<file path="config.mk">
export PLATFORM = sky130hd
export DESIGN_NAME = clksrc_ctrl
export DESIGN_NICKNAME = d
export VERILOG_FILES = /design/src/rtl/clksrc_pkg.sv /design/src/rtl/clksrc_rst_sync.sv /design/src/rtl/clksrc_osc.sv /design/src/rtl/clksrc_switch.sv /design/src/rtl/clksrc_ctrl.sv
export SDC_FILE = /design/constraint.sdc
export NUM_CORES = 1
export LEC_CHECK = 0
export BUFFER_PORTS_ARGS = -buffer_cell sky130_fd_sc_hd__buf_2
export CORE_UTILIZATION = 53
export DETAILED_ROUTE_END_ITERATION = 8
export PLACE_DENSITY = 0.89
export SYNTH_ARGS = -nofsm -noshare
export SYNTH_HDL_FRONTEND = slang
export SYNTH_SLANG_ARGS = --single-unit
</file>
<file path="constraint.sdc">
create_clock -name clk -period 4.5 [get_ports clk]
set_clock_uncertainty 0.1 [all_clocks]
set_input_delay 1.35 -clock clk [delete_from_list [all_inputs] [get_ports clk]]
set_output_delay 1.35 -clock clk [all_outputs]
set_load 0.005 [all_outputs]
</file>
<file path="src/rtl/clksrc_pkg.sv">
package clksrc_pkg;

  typedef enum logic [1:0] {
    SRC_INT = 2'd0,
    SRC_EXT = 2'd1,
    SRC_PLL = 2'd2,
    SRC_RSV = 2'd3
  } src_e;

  // control word bit positions
  localparam int C_INT_EN  = 0;
  localparam int C_INT_RDY = 1;
  localparam int C_TRIM_LO = 3;
  localparam int C_EXT_EN  = 16;
  localparam int C_EXT_RDY = 17;
  localparam int C_EXT_BYP = 18;
  localparam int C_PLL_EN  = 24;
  localparam int C_PLL_RDY = 25;

  // configuration word bit positions
  localparam int G_REQ_LO  = 0;
  localparam int G_STAT_LO = 2;
  localparam int G_PSRC    = 16;
  localparam int G_XDIV    = 17;
  localparam int G_MUL_LO  = 18;

  localparam logic [4:0] TRIM_RST = 5'h10;

endpackage

</file>
<file path="src/rtl/clksrc_rst_sync.sv">
module clksrc_rst_sync (
  input  logic clk,
  input  logic rst_n,
  output logic rst_sync_n
);

  logic [1:0] stage_q;

  always_ff @(posedge clk or negedge rst_n) begin
    if (!rst_n) stage_q <= 2'b00;
    else        stage_q <= {stage_q[0], 1'b1};
  end

  assign rst_sync_n = stage_q[1];

endmodule

</file>
<file path="src/rtl/clksrc_osc.sv">
module clksrc_osc #(
  parameter int CNT_W   = 5,
  parameter bit RST_RDY = 1'b0
) (
  input  logic             clk,
  input  logic             rst_n,
  input  logic             en_i,
  input  logic             src_ok_i,
  input  logic [CNT_W-1:0] limit_i,
  output logic             rdy_o
);

  logic [CNT_W-1:0] cnt_q, cnt_d;
  logic             rdy_q, rdy_d;
  logic             run;

  always_comb begin
    run   = en_i && src_ok_i;
    cnt_d = cnt_q;
    rdy_d = rdy_q;
    if (!run) begin
      cnt_d = '0;
      rdy_d = 1'b0;
    end else if (!rdy_q) begin
      cnt_d = cnt_q + 1'b1;
      rdy_d = (cnt_q == limit_i - 1'b1);
    end
  end

  always_ff @(posedge clk or negedge rst_n) begin
    if (!rst_n) begin
      cnt_q <= '0;
      rdy_q <= RST_RDY;
    end else begin
      cnt_q <= cnt_d;
      rdy_q <= rdy_d;
    end
  end

  assign rdy_o = rdy_q;

endmodule

</file>
<file path="src/rtl/clksrc_switch.sv">
module clksrc_switch
  import clksrc_pkg::*;
(
  input  logic       clk,
  input  logic       rst_n,
  input  logic [1:0] req_i,
  input  logic       use_int_i,
  input  logic       use_ext_i,
  input  logic       use_pll_i,
  output logic [1:0] stat_o,
  output logic [1:0] stat_nxt_o
);

  logic [1:0] stat_q, stat_d;
  logic       tgt_ok;

  always_comb begin
    case (req_i)
      SRC_INT: tgt_ok = use_int_i;
      SRC_EXT: tgt_ok = use_ext_i;
      SRC_PLL: tgt_ok = use_pll_i;
      default: tgt_ok = 1'b0;
    endcase
    stat_d = tgt_ok ? req_i : stat_q;
  end

  always_ff @(posedge clk or negedge rst_n) begin
    if (!rst_n) stat_q <= SRC_INT;
    else        stat_q <= stat_d;
  end

  assign stat_o     = stat_q;
  assign stat_nxt_o = stat_d;

endmodule

</file>
<file path="src/rtl/clksrc_ctrl.sv">
module clksrc_ctrl
  import clksrc_pkg::*;
#(
  parameter int ADDR_W    = 4,
  parameter int CTL_OFF   = 0,
  parameter int CFG_OFF   = 4,
  parameter int INT_START = 4,
  parameter int EXT_START = 12,
  parameter int BYP_START = 2,
  parameter int PLL_LOCK  = 20
) (
  input  logic              clk,
  input  logic              rst_n,
  input  logic              bus_wr,
  input  logic [ADDR_W-1:0] bus_addr,
  input  logic [31:0]       bus_wdata,
  output logic [31:0]       bus_rdata,
  output logic [1:0]        sys_sel,
  output logic              int_ready,
  output logic              ext_ready,
  output logic              pll_ready
);

  localparam int MAX_A = (INT_START > EXT_START) ? INT_START : EXT_START;
  localparam int MAX_B = (BYP_START > PLL_LOCK)  ? BYP_START : PLL_LOCK;
  localparam int MAX_T = (MAX_A > MAX_B) ? MAX_A : MAX_B;
  localparam int CNT_W = $clog2(MAX_T + 1);

  logic rst_sync_n;

  // state registers
  logic       int_en_q, int_en_d;
  logic       ext_en_q, ext_en_d;
  logic       byp_q, byp_d;
  logic       pll_en_q, pll_en_d;
  logic [4:0] trim_q, trim_d;
  logic [1:0] req_q, req_d;
  logic       psrc_q, psrc_d;
  logic       xdiv_q, xdiv_d;
  logic [3:0] mul_q, mul_d;

  logic       int_rdy, ext_rdy, pll_rdy;
  logic       use_int, use_ext, use_pll, pll_in_ok;
  logic [1:0] stat, stat_nxt;
  logic       wr_ctl, wr_cfg;
  logic       keep_int, keep_ext, keep_pll;
  logic [CNT_W-1:0] ext_limit;

  clksrc_rst_sync u_rst (
    .clk        (clk),
    .rst_n      (rst_n),
    .rst_sync_n (rst_sync_n)
  );

  assign use_int   = int_en_q && int_rdy;
  assign use_ext   = ext_en_q && ext_rdy;
  assign pll_in_ok = psrc_q ? use_ext : use_int;
  assign use_pll   = pll_en_q && pll_rdy && pll_in_ok;
  assign ext_limit = byp_q ? CNT_W'(BYP_START) : CNT_W'(EXT_START);

  clksrc_osc #(.CNT_W(CNT_W), .RST_RDY(1'b1)) u_int_osc (
    .clk      (clk),
    .rst_n    (rst_sync_n),
    .en_i     (int_en_q),
    .src_ok_i (1'b1),
    .limit_i  (CNT_W'(INT_START)),
    .rdy_o    (int_rdy)
  );

  clksrc_osc #(.CNT_W(CNT_W), .RST_RDY(1'b0)) u_ext_osc (
    .clk      (clk),
    .rst_n    (rst_sync_n),
    .en_i     (ext_en_q),
    .src_ok_i (1'b1),
    .limit_i  (ext_limit),
    .rdy_o    (ext_rdy)
  );

  clksrc_osc #(.CNT_W(CNT_W), .RST_RDY(1'b0)) u_pll (
    .clk      (clk),
    .rst_n    (rst_sync_n),
    .en_i     (pll_en_q),
    .src_ok_i (pll_in_ok),
    .limit_i  (CNT_W'(PLL_LOCK)),
    .rdy_o    (pll_rdy)
  );

  clksrc_switch u_switch (
    .clk        (clk),
    .rst_n      (rst_sync_n),
    .req_i      (req_q),
    .use_int_i  (use_int),
    .use_ext_i  (use_ext),
    .use_pll_i  (use_pll),
    .stat_o     (stat),
    .stat_nxt_o (stat_nxt)
  );

  // next-state logic
  always_comb begin
    wr_ctl   = bus_wr && (bus_addr == ADDR_W'(CTL_OFF));
    wr_cfg   = bus_wr && (bus_addr == ADDR_W'(CFG_OFF));
    keep_pll = (stat_nxt == SRC_PLL);
    keep_int = (stat_nxt == SRC_INT) || (keep_pll && !psrc_q);
    keep_ext = (stat_nxt == SRC_EXT) || (keep_pll &&  psrc_q);

    int_en_d = int_en_q;
    ext_en_d = ext_en_q;
    pll_en_d = pll_en_q;
    byp_d    = byp_q;
    trim_d   = trim_q;
    req_d    = req_q;
    psrc_d   = psrc_q;
    xdiv_d   = xdiv_q;
    mul_d    = mul_q;

    if (wr_ctl) begin
      int_en_d = bus_wdata[C_INT_EN] || keep_int;
      ext_en_d = bus_wdata[C_EXT_EN] || keep_ext;
      pll_en_d = bus_wdata[C_PLL_EN] || keep_pll;
      trim_d   = bus_wdata[C_TRIM_LO +: 5];
      if (!ext_en_q) byp_d = bus_wdata[C_EXT_BYP];
    end

    if (wr_cfg) begin
      req_d = bus_wdata[G_REQ_LO +: 2];
      if (!pll_en_q) begin
        psrc_d = bus_wdata[G_PSRC];
        xdiv_d = bus_wdata[G_XDIV];
        mul_d  = bus_wdata[G_MUL_LO +: 4];
      end
    end
  end

  // registers
  always_ff @(posedge clk or negedge rst_sync_n) begin
    if (!rst_sync_n) begin
      int_en_q <= 1'b1;
      ext_en_q <= 1'b0;
      pll_en_q <= 1'b0;
      byp_q    <= 1'b0;
      trim_q   <= TRIM_RST;
      req_q    <= SRC_INT;
      psrc_q   <= 1'b0;
      xdiv_q   <= 1'b0;
      mul_q    <= 4'd0;
    end else begin
      int_en_q <= int_en_d;
      ext_en_q <= ext_en_d;
      pll_en_q <= pll_en_d;
      byp_q    <= byp_d;
      trim_q   <= trim_d;
      req_q    <= req_d;
      psrc_q   <= psrc_d;
      xdiv_q   <= xdiv_d;
      mul_q    <= mul_d;
    end
  end

  // read mux
  always_comb begin
    bus_rdata = 32'd0;
    if (bus_addr == ADDR_W'(CTL_OFF)) begin
      bus_rdata[C_INT_EN]       = int_en_q;
      bus_rdata[C_INT_RDY]      = int_rdy;
      bus_rdata[C_TRIM_LO +: 5] = trim_q;
      bus_rdata[C_EXT_EN]       = ext_en_q;
      bus_rdata[C_EXT_RDY]      = ext_rdy;
      bus_rdata[C_EXT_BYP]      = byp_q;
      bus_rdata[C_PLL_EN]       = pll_en_q;
      bus_rdata[C_PLL_RDY]      = pll_rdy;
    end else if (bus_addr == ADDR_W'(CFG_OFF)) begin
      bus_rdata[G_REQ_LO +: 2]  = req_q;
      bus_rdata[G_STAT_LO +: 2] = stat;
      bus_rdata[G_PSRC]         = psrc_q;
      bus_rdata[G_XDIV]         = xdiv_q;
      bus_rdata[G_MUL_LO +: 4]  = mul_q;
    end
  end

  assign sys_sel   = stat;
  assign int_ready = int_rdy;
  assign ext_ready = ext_rdy;
  assign pll_ready = pll_rdy;

endmodule

</file>
==> impl_metrics.yaml <==
drt:
  drtAntennaViolNets: 0
  top_layer: "met4"
  drt_pass1_iterations: 4
  wl_met3_um: 237
  drc: 0
  wl_per_cell_um: 13.4
  met1_length_mm: 1.58
  route.met2.wl_mm: 1.82
  initialDrtViolationCount: 58
  viasPerCell: 5.12
  vias: 1409
  drt_wl_total_mm: 3.68
floorplanning:
  start_util: 0.568
  ios: 76
  dieArea_um2: 4270
  core_area_um2: 3740
  die_w_um: 65.4
  fp.dieH_um: 65.4
  num_rows: 22
power:
  p_per_area_nw_per_um2: 437
  irDropWorstVdd_mv: 0.294
  power_w: 0.00105
  p_leak_nw: 1.22
timing:
  relSlewSlack: 0.531
  worst_pin_slew_ps: 704
  setup_tns_ps: 0
  min_period_ps: 3670
  drv_slew: 0
  fin_crit_sh: 0.815
  hold_violations: 0
  rsz0062_at_grt: "false"
  setup-violations-final: 0
  fmax_ghz: 0.273
cts:
  insertion_delay_ps: 290
  clkTransAtPathRegs_ps: 70
  cts_tree: "done"
  htreeDepth: 2
  cts.sinks: 39
  hold_buffers: 0
  cts_made_buffers: 5
  clockRootBuffer: "clkbuf_8"
  cts_resized: 0
  clockBufferDepth: 2
  postCtsSetupBuffers: 0
logic_synthesis:
  syn_area_per_cell_um2: 11.5
  synth-edff-count: 0
  synth_top_area_cell: "dfrtp_1"
  async_flop_share: 1.00
  synth_area_leaders: "dfrtp_1 (42%), mux2_4 (7.8%), buf_4 (6.4%)"
  synth.cell_area_um2: 2130
  ys_seq_area_frac: 0.461
  ys_warn_count: 0
  synth_cell_type_count: 43
  synthCells: 185
  ys_ff_latch: 39
  synth_ff_type: "dfrtp_1"
  synth_top_area_share: 0.424
global_route:
  gr-total-overflow: 0
  antenna_found_initial: 0
  grt_max_degree: 21
  first_global_vias: 1288
  track_usage: 0.189
  grt_pass1_wl_mm: 5.98
finish:
  final_cell_mix: "buf_2 (41), dfrtp_1 (36), and2_1 (19), conb_1 (17)"
  layout.nets: 268
  area_delta_synth_final_pct: 13.2
  seq_area_um2: 980
  multi_input_area_um2: 1020
  layout_commonest_cell: "buf_2"
  utilization: 0.643
  drive_gt1_frac: 0.339
  diodes: 0
  fillerInstances: 317
job:
  maxCapViolations: 0
critical_path:
  r2r_start: "u_int_osc.rdy_o$_DFF_PN1_"
  arrival_ps: 2220
  crit_chain: "buf_2 -> nor4b_2 -> buf_4 -> a22o_1 -> buf_2"
  required_ps: 3050
  cp-start-kind: "primary input"
  ff2ff_setup_slack_ps: 2670
  startpoint: "bus_addr[1]"
  path_common_cell: "buf_2"
  crit_buf_inv: 3
  crit_slowest_cell: "nor4b_2"
  critical_path.max_fanout: 11
  cp-end-kind: "output pin"
  reg2regPathDepth: 6
  crit_cells: 5
  path_class: "in -> out"
  max_stage_delay_ps: 270
  critPathTopFamily: "buffers and inverters"
placed_design:
  portBuffers: 41
  place_hpwl_mm: 2.72
  gp_congestion: 0.804
hold_path:
  min_path_type: "reg -> async"
status:
  outcome: "completed"
[metrics by stage]
step	setup WS, ps	hold WS, ps	instances	cell area [um2]
floorplan	877	231	200	2180
global placement	835	210	267	2290
detailed placement	831	215	267	2290
CTS	823	221	275	2410
global route	762	270	275	2410
finish	834	191	275	2410
[cell usage after synthesis (2+ instances only)]
library cell / count
dfrtp_1: 36
and2_1: 19
buf_4: 18
mux2_4: 11
nor2_1: 11
nand2_1: 8
xnor2_1: 8
nand3_1: 7
nor2b_1: 7
a22o_1: 6
xor2_1: 4
a21oi_1: 3
buf_2: 3
dfstp_2: 3
ha_1: 3
mux2i_1: 3
o211a_1: 3
a31oi_1: 2
buf_6: 2
clkbuf_1: 2
conb_1: 2
mux2_2: 2
nand2b_1: 2
[per-layer routing]
| layer | vias up | track usage |
|---|---|---|
| met3 | 6 | 0.0608 |
| met5 | - | 0 |
| met2 | 42 | 0.299 |
| met4 | 0 | 0.0652 |
| li1 | 676 | - |
| met1 | 685 | 0.242 |
[registers in the layout (all words and copies together), names as in the netlist, 2 cells and up]
| name | cells |
|---|---|
| u_pll.cnt_q | 5 |
| req_q | 2 |
| u_rst.stage_q | 2 |
| u_ext_osc.cnt_q | 5 |
| mul_q | 4 |
| u_int_osc.cnt_q | 5 |
| u_switch.stat_o | 2 |
| trim_q | 5 |
[cells by family (layout without fill, tap and decap cells)]
family,Yosys count,after routing,synth area share
DFF,39,39,0.461
and+or+nand+nor,64,64,0.185
muxes,17,17,0.108
AOI/OAI and AO/OA,21,21,0.0882
buffers and inverters,27,54,0.0882
adders and majority gates,3,3,0.0176
xor gates and xnor gates,12,12,0.0494
other,2,17,0.00353
[final cells by class]
type | count | area share
Clock buffer | 6 | 0.0343
Clock inverter | 2 | 0.0145
Multi-Input combinational cell | 134 | 0.422
Sequential cell | 39 | 0.407
Timing Repair Buffer | 44 | 0.0945
Inverter | 2 | 0.00312
Tap cell | 48 | 0.0249
[worst register-to-register path: stages (launching register included)]
cell,delay (ps)
dfstp_2,630
and4b_4,290
nor2_4,70
a221oi_4,310
inv_2,100
a21oi_1,150
o31a_1,130
[worst paths after layout]
| path | end |
|---|---|
| max | bus_rdata[1] |
| min | mul_q[1]$_DFFE_PN0P_ |
| max reg2reg | int_en_q$_DFFE_PN1P_ |
| min reg2reg | mul_q[1]$_DFFE_PN0P_ |
| max in group asynchronous | trim_q[4]$_DFFE_PN1P_ |
| min in group clk | u_rst.stage_q[1]$_DFF_PN0_ |
[where the power goes]
part	leakage [nW]	total [W]	internal, W	switching (W)
sequential	0.490	0.000525	0.000431	0.0000946
clock	0.0612	0.000300	0.000179	0.000121
combinational	0.668	0.000228	0.000138	0.0000896
total	1.22	0.00105	0.000748	0.000305
No activity file was read; power rests on OpenSTA's default activity.
